File: config.mk
export PLATFORM = sky130hd
export DESIGN_NAME = noturn_sram
export DESIGN_NICKNAME = d
export VERILOG_FILES = /design/src/rtl/nts_pkg.sv /design/src/rtl/nts_ctrl.sv /design/src/rtl/nts_array.sv /design/src/rtl/nts_outq.sv /design/src/rtl/noturn_sram.sv
export SDC_FILE = /design/constraint.sdc
export NUM_CORES = 2
export LEC_CHECK = 0
export ABC_AREA = 1
export BUFFER_PORTS_ARGS = -buffer_cell sky130_fd_sc_hd__buf_2
export CORE_ASPECT_RATIO = 1.5
export CORE_MARGIN = 2
export CORE_UTILIZATION = 30
export DETAILED_ROUTE_END_ITERATION = 7
export PLACE_DENSITY = 0.42
export SKIP_LAST_GASP = 1
export SYNTH_ARGS = -nofsm -noshare
export SYNTH_HDL_FRONTEND = slang
export SYNTH_SLANG_ARGS = --single-unit
File: constraint.sdc
create_clock -name clk -period 2.11 [get_ports clk]
set_input_delay 0.422 -clock clk [delete_from_list [all_inputs] [get_ports clk]]
set_output_delay 0.422 -clock clk [all_outputs]
set_load 0.02 [all_outputs]
File: src/rtl/nts_pkg.sv
package nts_pkg;

  typedef enum logic [1:0] {
    OP_IDLE  = 2'd0,
    OP_READ  = 2'd1,
    OP_WRITE = 2'd2
  } nts_op_e;

  // low address bits of a burst beat
  function automatic logic [1:0] burst_lo(input logic [1:0] start,
                                          input logic [1:0] beat,
                                          input logic       ilv);
    return ilv ? (start ^ beat) : (start + beat);
  endfunction

endpackage

File: src/rtl/nts_ctrl.sv
module nts_ctrl
  import nts_pkg::*;
#(
  parameter int ADDR_W = 6,
  parameter int LANES  = 4
) (
  input  logic              clk,
  input  logic              rst_n,
  input  logic              en,
  input  logic              adv,
  input  logic              sel_ok,
  input  logic              wr,
  input  logic              interleave,
  input  logic [ADDR_W-1:0] addr,
  input  logic [LANES-1:0]  lane_we,
  output nts_op_e           s1_op,
  output logic [ADDR_W-1:0] s1_addr,
  output logic [LANES-1:0]  s1_lanes
);

  localparam int HI_W = ADDR_W - 2;

  nts_op_e           btype_q, btype_d;
  logic [ADDR_W-1:0] base_q, base_d;
  logic [1:0]        beat_q, beat_d;
  nts_op_e           op_d;
  logic [ADDR_W-1:0] addr_d;

  always_comb begin
    btype_d = btype_q;
    base_d  = base_q;
    beat_d  = beat_q;
    op_d    = OP_IDLE;
    addr_d  = s1_addr;
    if (!adv) begin
      if (sel_ok) begin
        base_d  = addr;
        beat_d  = 2'd0;
        btype_d = wr ? OP_WRITE : OP_READ;
        op_d    = btype_d;
        addr_d  = addr;
      end else begin
        btype_d = OP_IDLE;
      end
    end else if (btype_q != OP_IDLE) begin
      beat_d = beat_q + 2'd1;
      addr_d = {base_q[ADDR_W-1:2], burst_lo(base_q[1:0], beat_d, interleave)};
      op_d   = btype_q;
    end
  end

  always_ff @(posedge clk or negedge rst_n) begin
    if (!rst_n) begin
      btype_q  <= OP_IDLE;
      base_q   <= '0;
      beat_q   <= '0;
      s1_op    <= OP_IDLE;
      s1_addr  <= '0;
      s1_lanes <= '0;
    end else if (en) begin
      btype_q  <= btype_d;
      base_q   <= base_d;
      beat_q   <= beat_d;
      s1_op    <= op_d;
      s1_addr  <= addr_d;
      s1_lanes <= lane_we;
    end
  end

  a_r2_ctrl_hold: assert property (@(posedge clk) disable iff (!rst_n)
    !en |=> ($stable(s1_op) && $stable(s1_addr)));

  a_r3_deselect_idle: assert property (@(posedge clk) disable iff (!rst_n)
    (en && !adv && !sel_ok) |=> (s1_op == OP_IDLE));

  a_r6_upper_fixed: assert property (@(posedge clk) disable iff (!rst_n)
    (en && adv && btype_q != OP_IDLE)
      |=> (s1_addr[ADDR_W-1:2] == $past(s1_addr[ADDR_W-1:2])));

  a_r12_adv_noop: assert property (@(posedge clk) disable iff (!rst_n)
    (en && adv && btype_q == OP_IDLE) |=> (s1_op == OP_IDLE));

  logic [HI_W-1:0] unused_hi;
  assign unused_hi = base_q[ADDR_W-1:2];

endmodule

File: src/rtl/nts_array.sv
module nts_array #(
  parameter int ADDR_W = 6,
  parameter int LANES  = 4,
  parameter int LANE_W = 9
) (
  input  logic                    clk,
  input  logic                    we,
  input  logic [ADDR_W-1:0]       waddr,
  input  logic [LANES-1:0]        wlanes,
  input  logic [LANES*LANE_W-1:0] wdata,
  input  logic [ADDR_W-1:0]       raddr,
  output logic [LANES*LANE_W-1:0] rword
);

  localparam int DEPTH = 1 << ADDR_W;

  for (genvar g = 0; g < LANES; g++) begin : g_lane
    logic [LANE_W-1:0] mem [DEPTH];

    always_ff @(posedge clk) begin
      if (we && wlanes[g]) begin
        mem[waddr] <= wdata[g*LANE_W +: LANE_W];
      end
    end

    assign rword[g*LANE_W +: LANE_W] = mem[raddr];
  end

endmodule

File: src/rtl/nts_outq.sv
module nts_outq #(
  parameter int ADDR_W = 6,
  parameter int LANES  = 4,
  parameter int LANE_W = 9
) (
  input  logic                    clk,
  input  logic                    rst_n,
  input  logic                    en,
  input  logic                    rd,
  input  logic [ADDR_W-1:0]       raddr,
  input  logic [LANES*LANE_W-1:0] arr_word,
  input  logic                    s2_wr,
  input  logic [ADDR_W-1:0]       s2_addr,
  input  logic [LANES-1:0]        s2_lanes,
  input  logic [LANES*LANE_W-1:0] wdata,
  input  logic                    oe,
  input  logic                    sleep,
  output logic [LANES*LANE_W-1:0] rdata,
  output logic                    rdata_drv
);

  localparam int DATA_W = LANES * LANE_W;

  logic              fwd_hit;
  logic [DATA_W-1:0] merged;
  logic [DATA_W-1:0] q_data;
  logic              q_drv;
  logic              drive;

  assign fwd_hit = s2_wr && (s2_addr == raddr);

  for (genvar g = 0; g < LANES; g++) begin : g_merge
    assign merged[g*LANE_W +: LANE_W] = (fwd_hit && s2_lanes[g])
                                      ? wdata[g*LANE_W +: LANE_W]
                                      : arr_word[g*LANE_W +: LANE_W];
  end

  always_ff @(posedge clk or negedge rst_n) begin
    if (!rst_n) begin
      q_drv  <= 1'b0;
      q_data <= '0;
    end else if (en) begin
      q_drv <= rd;
      if (rd) begin
        q_data <= merged;
      end
    end
  end

  assign drive     = q_drv && oe && !sleep;
  assign rdata_drv = drive;
  assign rdata     = drive ? q_data : '0;

  a_r10_quiet_bus: assert property (@(posedge clk) disable iff (!rst_n)
    !rdata_drv |-> (rdata == '0));

  a_r5_read_loads: assert property (@(posedge clk) disable iff (!rst_n)
    (en && rd) |=> q_drv);

  a_r2_out_hold: assert property (@(posedge clk) disable iff (!rst_n)
    !en |=> ($stable(q_data) && $stable(q_drv)));

endmodule

File: src/rtl/noturn_sram.sv
module noturn_sram
  import nts_pkg::*;
#(
  parameter int ADDR_W = 6,
  parameter int LANES  = 4,
  parameter int LANE_W = 9
) (
  input  logic                    clk,
  input  logic                    rst_n,
  input  logic                    clk_en,
  input  logic                    sleep,
  input  logic                    sel_a_n,
  input  logic                    sel_b,
  input  logic                    sel_c_n,
  input  logic                    adv,
  input  logic                    wr,
  input  logic                    interleave,
  input  logic [ADDR_W-1:0]       addr,
  input  logic [LANES-1:0]        lane_we,
  input  logic [LANES*LANE_W-1:0] wdata,
  input  logic                    oe,
  output logic [LANES*LANE_W-1:0] rdata,
  output logic                    rdata_drv
);

  localparam int DATA_W = LANES * LANE_W;

  logic [1:0]        rs_q;
  logic              rst_core_n;
  logic              en;
  logic              sel_ok;
  nts_op_e           s1_op;
  logic [ADDR_W-1:0] s1_addr;
  logic [LANES-1:0]  s1_lanes;
  logic              s2_wr;
  logic [ADDR_W-1:0] s2_addr;
  logic [LANES-1:0]  s2_lanes;
  logic [DATA_W-1:0] arr_word;

  // reset: asserted at once, released after two clocks
  always_ff @(posedge clk or negedge rst_n) begin
    if (!rst_n) rs_q <= 2'b00;
    else        rs_q <= {rs_q[0], 1'b1};
  end
  assign rst_core_n = rs_q[1];

  assign en     = clk_en && !sleep;
  assign sel_ok = !sel_a_n && sel_b && !sel_c_n;

  nts_ctrl #(.ADDR_W(ADDR_W), .LANES(LANES)) u_ctrl (
    .clk        (clk),
    .rst_n      (rst_core_n),
    .en         (en),
    .adv        (adv),
    .sel_ok     (sel_ok),
    .wr         (wr),
    .interleave (interleave),
    .addr       (addr),
    .lane_we    (lane_we),
    .s1_op      (s1_op),
    .s1_addr    (s1_addr),
    .s1_lanes   (s1_lanes)
  );

  // write address stage: waits for the data slot
  always_ff @(posedge clk or negedge rst_core_n) begin
    if (!rst_core_n) begin
      s2_wr    <= 1'b0;
      s2_addr  <= '0;
      s2_lanes <= '0;
    end else if (en) begin
      s2_wr    <= (s1_op == OP_WRITE);
      s2_addr  <= s1_addr;
      s2_lanes <= s1_lanes;
    end
  end

  nts_array #(.ADDR_W(ADDR_W), .LANES(LANES), .LANE_W(LANE_W)) u_array (
    .clk    (clk),
    .we     (en && s2_wr),
    .waddr  (s2_addr),
    .wlanes (s2_lanes),
    .wdata  (wdata),
    .raddr  (s1_addr),
    .rword  (arr_word)
  );

  nts_outq #(.ADDR_W(ADDR_W), .LANES(LANES), .LANE_W(LANE_W)) u_outq (
    .clk       (clk),
    .rst_n     (rst_core_n),
    .en        (en),
    .rd        (s1_op == OP_READ),
    .raddr     (s1_addr),
    .arr_word  (arr_word),
    .s2_wr     (s2_wr),
    .s2_addr   (s2_addr),
    .s2_lanes  (s2_lanes),
    .wdata     (wdata),
    .oe        (oe),
    .sleep     (sleep),
    .rdata     (rdata),
    .rdata_drv (rdata_drv)
  );

  a_r4_write_slot: assert property (@(posedge clk) disable iff (!rst_core_n)
    (en && s1_op == OP_WRITE) |=> s2_wr);

  a_r11_sleep_freeze: assert property (@(posedge clk) disable iff (!rst_core_n)
    sleep |=> ($stable(s2_wr) && $stable(s2_addr)));

endmodule

# ---- Yosys cells after proc, flatten, opt, wreduce, memory -nomap -nowiden
# Memory sizes are Yosys's and may differ from the RTL's. A register that Yosys moved wholly into a read port is not among the register bits.
# Index checks and enable logic that the tools add are counted.
dict set report totals {
  ff_bits 36
  mem_count 4
  input_bits 57
  mem_bits_rw 2304
}
# name depth width read_ports rd_clocked_by_memory_dff wr line_no
set mem_list {}
lappend mem_list {{u_array.g_lane[0].mem} 64 9 1 1 1 nts_array.sv:18} ;# logic [LANE_W-1:0] mem [DEPTH];
lappend mem_list {{u_array.g_lane[1].mem} 64 9 1 1 1 nts_array.sv:18}
lappend mem_list {{u_array.g_lane[2].mem} 64 9 1 1 1 nts_array.sv:18}
lappend mem_list {{u_array.g_lane[3].mem} 64 9 1 1 1 nts_array.sv:18}
dict set report classes {
  n_bitwise 2
  n_eq_ne 3
  muxes 20
  add_sub_neg 2
  reduce_logical 23
}
# op n
set op_table {}
lappend op_table {{$mux W36} 1}
lappend op_table {{$mux W6} 3}
lappend op_table {{$mux W2} 8}
lappend op_table {{$logic_and A1 B1 Y1} 10}
lappend op_table {{$mux W1} 8}
lappend op_table {{$logic_not A1 Y1} 7}
lappend op_table {{$reduce_and A3 Y1} 2}
lappend op_table {{$reduce_and A2 Y1} 2}
lappend op_table {{$reduce_bool A2 Y1} 2}
lappend op_table {{$add A2 B1 Y2 const B} 1}
lappend op_table {{$add A2 B2 Y2} 1}
lappend op_table {{$eq A2 B1 Y1 const B} 1}
lappend op_table {{$eq A2 B2 Y1 const B} 1}
lappend op_table {{$ne A2 B1 Y1 const B} 1}
lappend op_table {{$xor A2 B2 Y2} 1}
lappend op_table {{$not A1 Y1} 1}

# ---- Longest topological paths before layout
dict set report depth {
  depth_word 6
  depth_mapped 14
  depth_no_buf 11
}

# ---- By module
# Synthesis repeated with hierarchy kept, for this count alone.
dict set report unflattened {
  cells_unflattened 8472
  area_unflattened_um2 97576.1
}
# module cells_each instances area_each_um2
set by_module_without_submodules {}
lappend by_module_without_submodules {nts_array 7847 1 93320.8}
lappend by_module_without_submodules {nts_outq 442 1 2676.3}
lappend by_module_without_submodules {nts_ctrl 123 1 1057.3}
lappend by_module_without_submodules {noturn_sram 60 1 521.8}

# ---- Worst setup path after synthesis
# OpenSTA, ideal clock, no wires.
dict set report synth_timing {
  path_kind {input -> register}
  start {input sleep}
  end {memory u_array.g_lane[0].mem[44][0] (enable)}
  setup_time_ns 0.374
  arrival_ns 1.813
  t_required_ns 1.736
  path_stages 7
  path_buffers 2
  slack_ns -0.077
  path_cell_list {inv_1 -> nand2_2 -> nor2_1 -> nand2_1 -> clkbuf_1 -> clkbuf_1 -> nor2_1}
}
dict set report synth_between {
  elab_chain_len 6
}
# element line_no
set synth_lines {}
lappend synth_lines {{start, declared} noturn_sram.sv:11} ;# input logic sleep,
lappend synth_lines {{$logic_not A1 Y1} noturn_sram.sv:47} ;# assign en = clk_en && !sleep;
lappend synth_lines {{$logic_and A1 B1 Y1} noturn_sram.sv:47}
lappend synth_lines {{$logic_and A1 B1 Y1} noturn_sram.sv:80} ;# .we (en && s2_wr),
lappend synth_lines {{$logic_and A1 B1 Y1} nts_array.sv:21} ;# if (we && wlanes[g]) begin
lappend synth_lines {{$mux W1} nts_array.sv:21}
lappend synth_lines {{$mux W1 (implied by the code)} nts_array.sv:22} ;# mem[waddr] <= wdata[g*LANE_W +: LANE_W];
lappend synth_lines {{end, declared} nts_array.sv:18}
# Every way passes these cells.

# ---- Worst setup path after layout
dict set report layout_timing {
  start {register u_outq.q_data[12], read port of u_array.g_lane[1].mem}
  end {output rdata[12]}
}
dict set report layout_between {
  elab_chain_len 1
}
# element line_no
set layout_lines {}
lappend layout_lines {{start, declared} nts_outq.sv:26} ;# logic [DATA_W-1:0] q_data;
lappend layout_lines {{$mux W36} nts_outq.sv:52} ;# assign rdata = drive ? q_data : '0;
lappend layout_lines {{end, declared} noturn_sram.sv:22} ;# output logic [LANES*LANE_W-1:0] rdata,
# Every way passes these cells.

==> flow_metrics.env <==
export IMPL_place_gp_congestion=0.882
export IMPL_max_slew_margin_rel_pct=25.3
export IMPL_hp_class="primary input to register"
export IMPL_violations="negative setup slack"
export IMPL_whs_ps=57.0
export IMPL_die_h_um=701
export IMPL_status="finished with violations"
export IMPL_antenna_left=0
export IMPL_clock_insertion_delay_worst_skew_ps=900
export IMPL_cts_max_path_buffers=4
export IMPL_endpoint="rdata[12]"
export IMPL_r2r_slack_ps=-250
export IMPL_p_per_area_nw_per_um2=1290
export IMPL_rsz0062_at_grt="true"
export IMPL_antenna_found_initial=26
export IMPL_r2r_start="u_ctrl.s1_addr[0]$_DFFE_PN0P_"
export IMPL_path_buf_inv=2
export IMPL_grt_pass1_vias=67900
export IMPL_fin_crit_sh_pct=114
export IMPL_grt_first_pass_wirelength_mm=516
export IMPL_fmax_mhz=417
export IMPL_wirelength_mm=371
export IMPL_cp_required_ps=1690
export IMPL_crit_family="buffers and inverters"
export IMPL_p_sw_share_pct=37.8
export IMPL_pwr_share_seq_pct=32.4
export IMPL_num_io_pins=94
export IMPL_cp_max_fo=2
export IMPL_fin_nets=9417
export IMPL_place_area_um2=111000
export IMPL_min_from="wdata[29]"
export IMPL_path_depth=3
export IMPL_start_util_pct=30.1
export IMPL_grt_max_degree=74
export IMPL_cp_end_kind="output pin"
export IMPL_power_report_internal_total_mw=102
export IMPL_drive_gt1_share_pct=25.0
export IMPL_cts_root_buf="clkbuf_16"
export IMPL_placement_rows=256
export IMPL_switchingPower_mw=62.0
export IMPL_gr_usage_all_layers_pct=21.8
export IMPL_synthCells=8440
export IMPL_critPathArrivalTime_ps=1980
export IMPL_clockPowerShare_pct=25.3
export IMPL_maxSlewViolCount=0
export IMPL_overflow=0
export IMPL_seq_area_frac_synth_pct=73.1
export IMPL_via_count=69400
export IMPL_cp_cell_sequence="inv_1, nor2_2, buf_4"
export IMPL_dp_hpwl_mm=240
export IMPL_coreArea_um2=323000
export IMPL_peakVddDrop_mv=0.789
export IMPL_syn_to_final_growth_pct=30.5
export IMPL_syn_cell_area_um2=97200
export IMPL_tritoncts="built"
export IMPL_max_stage_delay_ps=400
export IMPL_ys_ff_latch=2376
export IMPL_syn_avg_cell_area_um2=11.5
export IMPL_postLayoutCellArea_um2=127000
export IMPL_reg2reg_depth=16
export IMPL_h_tree_depth=4
export IMPL_regToRegEndpoint="u_outq.q_data[32]$_DFFE_PN0P_"
export IMPL_hold_viol_final=0
export IMPL_fin_cells=13800
export IMPL_fp_dieW_um=469
export IMPL_synth_cell_types=30
export IMPL_startpoint="u_outq.q_data[12]$_DFFE_PN0P_"
export IMPL_syn_num_nets=8498
export IMPL_port_buffers=93
export IMPL_first_pass_iters=7
export IMPL_final_min_clock_period_ps=2400
export IMPL_tightest_slew_ps=1120
export IMPL_dieArea_um2=329000
export IMPL_viasPerCell=5.02
export IMPL_worst_slack_ps=-289
export IMPL_dp_cells=13200
export IMPL_finClkSkew_ps=53.3
export IMPL_clock_sinks=2376
export IMPL_worstSetupPathType="register to output pin"
export IMPL_clkTransAtPathRegs_ps=60
export IMPL_cp_slowest_cell="dfrtp_1"
export IMPL_maxCapViolCount=0
export IMPL_start_kind="register"
export IMPL_drc=0
export IMPL_leakagePower_nw=46.7
export IMPL_finalSetupViolCount=73
export IMPL_numCtsBuffers=232
export IMPL_first_iter_violations=6450
export IMPL_wl_per_cell_um=26.8
export IMPL_p_comb_share_pct=42.3
export IMPL_yosys_warnings=0
## stage by stage
stage | util (%) | worst slack (ps) | total power [mW] | setup TNS [ps]
finish | 39.2 | -289 | 164 | -12840
global route | 39.2 | -344 | 171 | -18300
CTS | 38.0 | -368 | 158 | -42620
detailed placement | 34.3 | -455 | 108 | -24730
global placement | 34.3 | -466 | 108 | -26840
floorplan | - | -77.0 | 81.6 | -118990
## what timing repair did
action | CTS | global route
setup buffers | 76 | 36
pin swaps | 136 | 322
gates cloned | 42 | 35
hold buffers | 35 | 0
gates resized for setup | 496 | 732
endpoints found under the hold margin | 104 | 0
setup endpoints to repair | 446 | 1470
## final cells by class
class | count | area (um2)
Clock buffer | 295 | 6120
Tap cell | 4257 | 5330
Clock inverter | 123 | 1180
Fill cell | 30800 | 196000
Sequential cell | 2376 | 71000
Antenna cell | 22 | 55.1
Timing Repair inverter | 1 | 6.26
Inverter | 145 | 611
Timing Repair Buffer | 1227 | 15100
Multi-Input combinational cell | 5376 | 27400
## cell usage after synthesis, drive strengths merged
master,instances,area share (%)
nor4,1,0.022
nand2,2859,11
nand3,2147,11
clkbuf,89,0.34
buf,458,2.3
nor2,304,1.2
conb,1,0.0039
a21oi,1,0.0051
o21a,1,0.0077
or2,1,0.0064
a31oi,1,0.0064
o211ai,6,0.046
nand4,2,0.013
ha,1,0.013
o21ai,24,0.12
dfrtp,72,1.9
xor2,1,0.0090
nor3,20,0.11
edfxtp,2304,71
xnor2,1,0.0090
nor3b,1,0.0077
inv,145,0.56
## power groups by stage
stage	Combinational, mW	Sequential (mW)	Clock (mW)
5_1_grt	73.8	53.1	43.8
2_1_floorplan	28.1	53.5	0
4_1_cts	62.9	53.1	42.3
3_5_place_dp	53.7	54.1	0
6_report	69.2	53.2	41.5
3_3_place_gp	53.8	54.1	0
## how the worst min path moves through the flow
stage / end / slack (ps) / depth (start not counted)
after floorplan: rs_q[0]$_DFF_PN0_ / 130 / 0
after global placement: rs_q[0]$_DFF_PN0_ / 210 / 1
after detailed placement: rs_q[0]$_DFF_PN0_ / 210 / 1
after CTS: u_array.g_lane[3].mem[8][2]$_DFFE_PP_ / 1 / 1
after global routing: u_array.g_lane[0].mem[60][2]$_DFFE_PP_ / 20 / 1
final: u_array.g_lane[3].mem[8][2]$_DFFE_PP_ / 60 / 1
## layout by cell type (no fill, tap or decap), types with 7 or more instances in the layout
master	netlist	routed
clkinv_2	0	36
buf_16	0	58
bufinv_16	0	21
inv_2	9	7
clkinv_1	0	48
clkbuf_1	89	56
clkbuf_16	0	264
nand2_4	1	33
nand3_1	2147	1574
nand2_1	2857	2655
buf_8	0	28
edfxtp_1	2304	2304
buf_6	3	80
nor3_1	19	16
nand3_2	0	497
buf_4	15	647
buf_12	0	284
nor2_2	0	42
nor2_1	300	252
nor2_4	0	10
buf_2	359	57
dlygate4sd3_1	0	35
diode_2	0	22
nand2_2	1	171
dfrtp_1	72	56
nand3_4	0	76
bufbuf_16	0	7
inv_1	136	125
clkinvlp_4	0	13
o21ai_0	24	24
dfrtp_2	0	10
## cells by family after synthesis
group | count (synthesis) | synth area share [%]
xor gates and xnor gates | 2 | 0.0180
DFF | 2376 | 73.1
other | 1 | 0.00386
adders and majority gates | 1 | 0.0129
AOI/OAI and AO/OA | 33 | 0.189
and+or+nand+nor | 5335 | 23.5
buffers and inverters | 692 | 3.22
## worst reg2reg max path, stage by stage (launching register included)
cell	delay, ps
dfrtp_4	540
inv_12	80
buf_16	180
buf_16	170
buf_6	130
buf_12	130
buf_4	140
nand2_1	50
nand3_1	120
nand3_1	120
nand3_1	140
nand3_2	150
nand3_1	80
nand2_1	80
nand2_1	50
nand2_1	60
nand2_1	40
## state kept, by name, indices dropped and copies added, names as in the netlist
| signal | flops |
|---|---|
| rs_q | 2 |
| s2_addr | 6 |
| s2_lanes | 4 |
| s2_wr | 1 |
| u_array.g_lane.mem | 2304 |
| u_ctrl.base_q | 6 |
| u_ctrl.beat_q | 2 |
| u_ctrl.btype_q | 2 |
| u_ctrl.s1_addr | 6 |
| u_ctrl.s1_lanes | 4 |
| u_ctrl.s1_op | 2 |
| u_outq.q_data | 36 |
| u_outq.q_drv | 1 |
## routing by layer
metal | up-vias | part of all wire [%] | GRT usage [%]
li1 | 31400 | - | -
met1 | 35300 | 41 | 27.7
met2 | 2055 | 50 | 37.6
met3 | 596 | 4.2 | 2.12
met4 | 8 | 4.7 | 9.42
met5 | - | 0.016 | 0
Power figures use the tool's default switching activity.
